$ cat config.mk
export PLATFORM = sky130hd
export DESIGN_NAME = serial_frame_rx
export DESIGN_NICKNAME = d
export VERILOG_FILES = /design/src/rtl/serial_rx_pkg.sv /design/src/rtl/rx_sync.sv /design/src/rtl/rx_edge.sv /design/src/rtl/rx_frame.sv /design/src/rtl/serial_frame_rx.sv
export SDC_FILE = /design/constraint.sdc
export NUM_CORES = 1
export LEC_CHECK = 0
export BUFFER_PORTS_ARGS = -buffer_cell sky130_fd_sc_hd__buf_2
export CAP_MARGIN = 30
export CELL_PAD_IN_SITES_DETAIL_PLACEMENT = 0
export CELL_PAD_IN_SITES_GLOBAL_PLACEMENT = 1
export CORE_ASPECT_RATIO = 1.75
export CORE_MARGIN = 2
export CORE_UTILIZATION = 40
export DETAILED_ROUTE_END_ITERATION = 12
export GPL_TIMING_DRIVEN = 0
export PLACE_DENSITY = 0.76
export REMOVE_ABC_BUFFERS = 1
export SLEW_MARGIN = 20
export SYNTH_ARGS = -nofsm -noshare
export SYNTH_HDL_FRONTEND = slang
export SYNTH_SLANG_ARGS = --single-unit
$ cat constraint.sdc
create_clock -name clk -period 1.8 [get_ports clk]
set_clock_uncertainty 0.1 [all_clocks]
set_input_delay 0.09 -clock clk [delete_from_list [all_inputs] [get_ports clk]]
set_output_delay 0.09 -clock clk [all_outputs]
set_load 0.02 [all_outputs]
$ cat src/rtl/serial_rx_pkg.sv
package serial_rx_pkg;
  typedef enum logic [1:0] {
    RX_IDLE  = 2'd0,
    RX_SHIFT = 2'd1,
    RX_DONE  = 2'd2
  } rx_state_e;

  localparam int unsigned SYNC_DEPTH = 2;
endpackage

$ cat src/rtl/rx_sync.sv
module rx_sync #(
  parameter int unsigned WIDTH = 3,
  parameter int unsigned DEPTH = 2,
  parameter logic [WIDTH-1:0] RST_VAL = '0
) (
  input  logic             clk,
  input  logic             rst_n,
  input  logic [WIDTH-1:0] async_in,
  output logic [WIDTH-1:0] sync_out
);
  logic [WIDTH-1:0] stage_q [DEPTH];

  genvar gi;
  generate
    for (gi = 0; gi < DEPTH; gi++) begin : g_stage
      if (gi == 0) begin : g_first
        always_ff @(posedge clk or negedge rst_n) begin
          if (!rst_n) stage_q[gi] <= RST_VAL;
          else        stage_q[gi] <= async_in;
        end
      end else begin : g_next
        always_ff @(posedge clk or negedge rst_n) begin
          if (!rst_n) stage_q[gi] <= RST_VAL;
          else        stage_q[gi] <= stage_q[gi-1];
        end
      end
    end
  endgenerate

  assign sync_out = stage_q[DEPTH-1];
endmodule

$ cat src/rtl/rx_edge.sv
module rx_edge (
  input  logic clk,
  input  logic rst_n,
  input  logic sel_s,
  input  logic sck_s,
  output logic sel_fall,
  output logic sel_rise,
  output logic sck_fall
);
  logic sel_prev_q;
  logic sck_prev_q;

  always_ff @(posedge clk or negedge rst_n) begin
    if (!rst_n) begin
      sel_prev_q <= 1'b1;
      sck_prev_q <= 1'b1;
    end else begin
      sel_prev_q <= sel_s;
      sck_prev_q <= sck_s;
    end
  end

  assign sel_fall = sel_prev_q & ~sel_s;
  assign sel_rise = ~sel_prev_q & sel_s;
  assign sck_fall = sck_prev_q & ~sck_s & ~sel_s;
endmodule

$ cat src/rtl/rx_frame.sv
module rx_frame
  import serial_rx_pkg::*;
#(
  parameter int unsigned WORD_W = 32
) (
  input  logic              clk,
  input  logic              rst_n,
  input  logic              sel_fall,
  input  logic              sel_rise,
  input  logic              sck_fall,
  input  logic              sdi_s,
  output logic [WORD_W-1:0] word_data,
  output logic              word_valid,
  output logic              frame_abort
);
  localparam int unsigned CNT_W = (WORD_W > 1) ? $clog2(WORD_W) : 1;
  localparam logic [CNT_W-1:0] LAST_BIT = CNT_W'(WORD_W - 1);

  rx_state_e         state_q;
  logic [CNT_W-1:0]  bit_cnt_q;
  logic [WORD_W-1:0] shift_q;
  logic [WORD_W-1:0] shift_next;

  assign shift_next = {shift_q[WORD_W-2:0], sdi_s};

  always_ff @(posedge clk or negedge rst_n) begin
    if (!rst_n) begin
      state_q     <= RX_IDLE;
      bit_cnt_q   <= '0;
      shift_q     <= '0;
      word_data   <= '0;
      word_valid  <= 1'b0;
      frame_abort <= 1'b0;
    end else begin
      word_valid  <= 1'b0;
      frame_abort <= 1'b0;
      if (sel_fall) begin
        state_q   <= RX_SHIFT;
        bit_cnt_q <= '0;
        shift_q   <= '0;
      end else begin
        case (state_q)
          RX_SHIFT: begin
            if (sel_rise) begin
              state_q     <= RX_IDLE;
              bit_cnt_q   <= '0;
              shift_q     <= '0;
              frame_abort <= 1'b1;
            end else if (sck_fall) begin
              shift_q   <= shift_next;
              bit_cnt_q <= bit_cnt_q + 1'b1;
              if (bit_cnt_q == LAST_BIT) begin
                word_data  <= shift_next;
                word_valid <= 1'b1;
                state_q    <= RX_DONE;
              end
            end
          end
          RX_DONE: begin
            if (sel_rise) state_q <= RX_IDLE;
          end
          default: ;
        endcase
      end
    end
  end
endmodule

$ cat src/rtl/serial_frame_rx.sv
module serial_frame_rx
  import serial_rx_pkg::*;
#(
  parameter int unsigned WORD_W = 32
) (
  input  logic              clk,
  input  logic              rst_n,
  input  logic              bus_sel_n,
  input  logic              bus_sck,
  input  logic              bus_sdi,
  output logic [WORD_W-1:0] word_data,
  output logic              word_valid,
  output logic              frame_abort
);
  logic [2:0] bus_s;
  logic       sel_s, sck_s, sdi_s;
  logic       sel_fall, sel_rise, sck_fall;

  rx_sync #(
    .WIDTH  (3),
    .DEPTH  (SYNC_DEPTH),
    .RST_VAL(3'b110)
  ) u_sync (
    .clk     (clk),
    .rst_n   (rst_n),
    .async_in({bus_sel_n, bus_sck, bus_sdi}),
    .sync_out(bus_s)
  );

  assign sel_s = bus_s[2];
  assign sck_s = bus_s[1];
  assign sdi_s = bus_s[0];

  rx_edge u_edge (
    .clk     (clk),
    .rst_n   (rst_n),
    .sel_s   (sel_s),
    .sck_s   (sck_s),
    .sel_fall(sel_fall),
    .sel_rise(sel_rise),
    .sck_fall(sck_fall)
  );

  rx_frame #(
    .WORD_W(WORD_W)
  ) u_frame (
    .clk        (clk),
    .rst_n      (rst_n),
    .sel_fall   (sel_fall),
    .sel_rise   (sel_rise),
    .sck_fall   (sck_fall),
    .sdi_s      (sdi_s),
    .word_data  (word_data),
    .word_valid (word_valid),
    .frame_abort(frame_abort)
  );
endmodule

==> summary.txt <==
Mapped Area: 3520 um^2
Util after Layout: 0.541
Layout Cells excl Fill: 466
row cnt: 45
worst hold margin: 161 ps
GRT Total Usage: 0.174
clk buf depth: 2
crit path cell chain: ha_2 > and3_4 > ha_4 > nor2b_4 > nand4_1 > buf_6 > buf_12 > buf_12 > mux2_4
CP dominant cell by count: buf_12
CP Launch Point: u_frame.bit_cnt_q[1]
Crit path required time: 1920 ps
clock root buffer master: clkbuf_16
setup violators final: 33
Clock Latency Late Sink: 330 ps
start of the worst register-to-register path: u_frame.bit_cnt_q[1]
chip width: 74.9 um
die area: 9600 um^2
CP peak stage delay: 350 ps
clock input transition at the sequential cells of the worst setup and hold paths: 60 ps
R2R setup slack: -270 ps
Initial Util: 0.409
Syn Inst Count: 278
Worst Max-Slew Pin Slew: 498 ps
# fillers: 728
MaxCap Viol Count: 0
Slew headroom: 0.668
drt drc: 0
Max Clk Rate: 482 MHz
Avg Cell Area, Syn: 12.7 um^2
final period utilization: 1.15
Final Critical Period: 2070 ps
nature of the critical path startpoint: register
r2r endpoint: u_frame.word_data[2]
CTS sink count: 80
worst vdd ir: 0.527 mV
area of the multi-input gates: 1540 um^2
outcome: finished with violations
Design Power: 4.23 mW
post-synth cell types: 30
port buffer count: 38
Vias: 2,357
failing checks: setup timing
drt first pass iters: 4
final instance area: 4660 um^2
hpwl dp: 4130 um
Max FO, Critical Path: 8
via/cell ratio: 5.06
post-layout net count: 353
Combinational Power Share: 0.142
Yosys reg bits: 80
post-route setup slack: -273 ps
vias in the first global route: 2,330
Core Area: 8610 um^2
Antenna diodes: 0
CTS H-Tree Depth: 3
RSZ-0062 raised after global routing: yes
post-synth top area share: 0.526
WP data arrival: 2190 ps
fraction of layout cells with a size suffix above 1: 0.387
WP depth: 9
Ys Warns: 0
CP Class: register to register
die height: 128 um
GRT overflow: 0
Layout area overhead: 32.3%
Seq/Total Area, Yosys: 0.571
initial antenna violation count: 0
switching power: 1.03 mW
crit path buf inv count: 3
Crit-path slowest cell: dfrtp_1
Setup TNS: -6840 ps
routed length per instance: 16.3 um
pre-CTS WS: -812 ps
fin. max-slew vios: 0
share of power burned in registers: 0.457
net switching fraction of the power: 0.243
most common cell after layout, fill and taps aside: dfrtp_1
I/O Pins: 39
leakage power: 2.25 nW
first-pass GRT wire length: 12,300 um
Hold WC Path Type: input port to asynchronous set/reset pin
Top delay family on crit path: simple AND/OR/NAND/NOR gates
Setup crit end: u_frame.word_data[2]
GP Congestion: 0.780
worst reg2reg path depth: 9
synth top area cells: dfrtp_1 53%, mux2_2 11%, mux2i_1 9.4%, nand3b_1 6.6%, dfstp_2 4.5%
largest net degree at the start of global routing: 52
Total Routed Length: 7600 um
Yosys top cell by area: dfrtp_1
most frequent cells in the layout: 74 x dfrtp_1, 37 x buf_2, 36 x nand2_1, 32 x mux2i_1, 31 x nand3b_1
register area: 2010 um^2
crit end category: register
CTS Buf Count: 9
Clock Power Share: 0.401
DR iter-0 viols: 144
P_int: 3.20 mW
CTS tree: yes
cell count after placement: 421
Pwr per Cell Area: 907 nW/um^2
Antenna Nets Post-Route: 0
Fin. Hold Viols: 0
Cell Area, Placed: 3880 um^2
-- per-layer routing --
metal,GRT usage,share of wire,up-vias
met5,0,0,-
met4,0.0767,0.026,0
met3,0.0409,0.031,14
met2,0.275,0.52,44
met1,0.223,0.43,1196
li1,-,-,1103
-- sequential cells by signal (all words and copies together), names as in the netlist, 2 cells and up --
name,flops
u_sync.stage_q,3
u_frame.shift_q,31
u_frame.bit_cnt_q,5
u_sync.sync_out,3
u_frame.state_q,2
u_frame.word_data,32
-- worst reg2reg max path, cell delays in order (launching register included) --
cell and delay, ps:
dfrtp_1 350, ha_2 190, and3_4 200, ha_4 140
nor2b_4 140, nand4_1 110, buf_6 170, buf_12 130
buf_12 140, mux2_4 300
-- power by group through the flow --
| stage | Clock, mW | Sequential (mW) | Combinational (mW) |
|---|---|---|---|
| 3_5_place_dp | 0 | 1.96 | 0.451 |
| 6_report | 1.70 | 1.93 | 0.599 |
| 5_1_grt | 1.81 | 1.94 | 0.653 |
| 2_1_floorplan | 0 | 1.95 | 0.298 |
| 3_3_place_gp | 0 | 1.96 | 0.393 |
| 4_1_cts | 1.73 | 1.93 | 0.599 |
-- logic make-up after synthesis --
kind of cell / after synthesis / share of synthesized area
compound gates: 9 / 0.0192
fa+ha+maj: 4 / 0.0142
buf+inv: 22 / 0.0341
flops: 80 / 0.571
mux: 67 / 0.202
simple gates: 96 / 0.160
-- area by class of cell --
cell class | instances | area share
clock buffers | 14 | 0.0566
repair buffers | 73 | 0.143
inverters | 4 | 0.00430
multi-input cells | 176 | 0.330
well taps | 117 | 0.0314
clock inverters | 2 | 0.00295
flip-flops and latches | 80 | 0.431
-- synth_stat cells --
| library cell | n |
|---|---|
| a21oi_1 | 4 |
| a21oi_4 | 1 |
| a22o_1 | 1 |
| and3_1 | 2 |
| and4_1 | 1 |
| buf_1 | 2 |
| buf_2 | 3 |
| buf_8 | 3 |
| clkbuf_1 | 10 |
| dfrtp_1 | 74 |
| dfstp_2 | 6 |
| ha_1 | 4 |
| inv_1 | 4 |
| mux2_2 | 34 |
| mux2i_1 | 33 |
| nand2_1 | 36 |
| nand2b_1 | 3 |
| nand3_1 | 2 |
| nand3b_1 | 31 |
| nand4_1 | 1 |
| nor2_1 | 2 |
| nor2b_1 | 7 |
| nor3_1 | 3 |
| nor3b_1 | 1 |
| nor4b_1 | 4 |
| o2111ai_1 | 1 |
| o211ai_1 | 1 |
| o22ai_1 | 1 |
| or3b_2 | 2 |
| or3b_4 | 1 |
-- what timing repair did --
item,in CTS,in global routing
pin swaps,4,2
hold buffers,4,0
setup buffers,22,3
cloned,2,1
resized for setup,44,6
setup endpoints to repair,70,66
hold endpoints to repair,39,0
-- how the worst min path moves through the flow --
stage / cells past startpoint / slack (ps) / from / end
2_1_floorplan: 0 / -310 / rst_n / u_frame.bit_cnt_q[0]
3_3_place_gp: 1 / 100 / bus_sck / u_sync.stage_q[4]
3_5_place_dp: 1 / -6 / rst_n / u_sync.stage_q[3]
4_1_cts: 2 / 180 / rst_n / u_sync.stage_q[3]
5_1_grt: 2 / 220 / rst_n / u_sync.stage_q[3]
6_report: 2 / 160 / rst_n / u_sync.stage_q[3]
No activity file was read; power rests on OpenSTA's default activity.
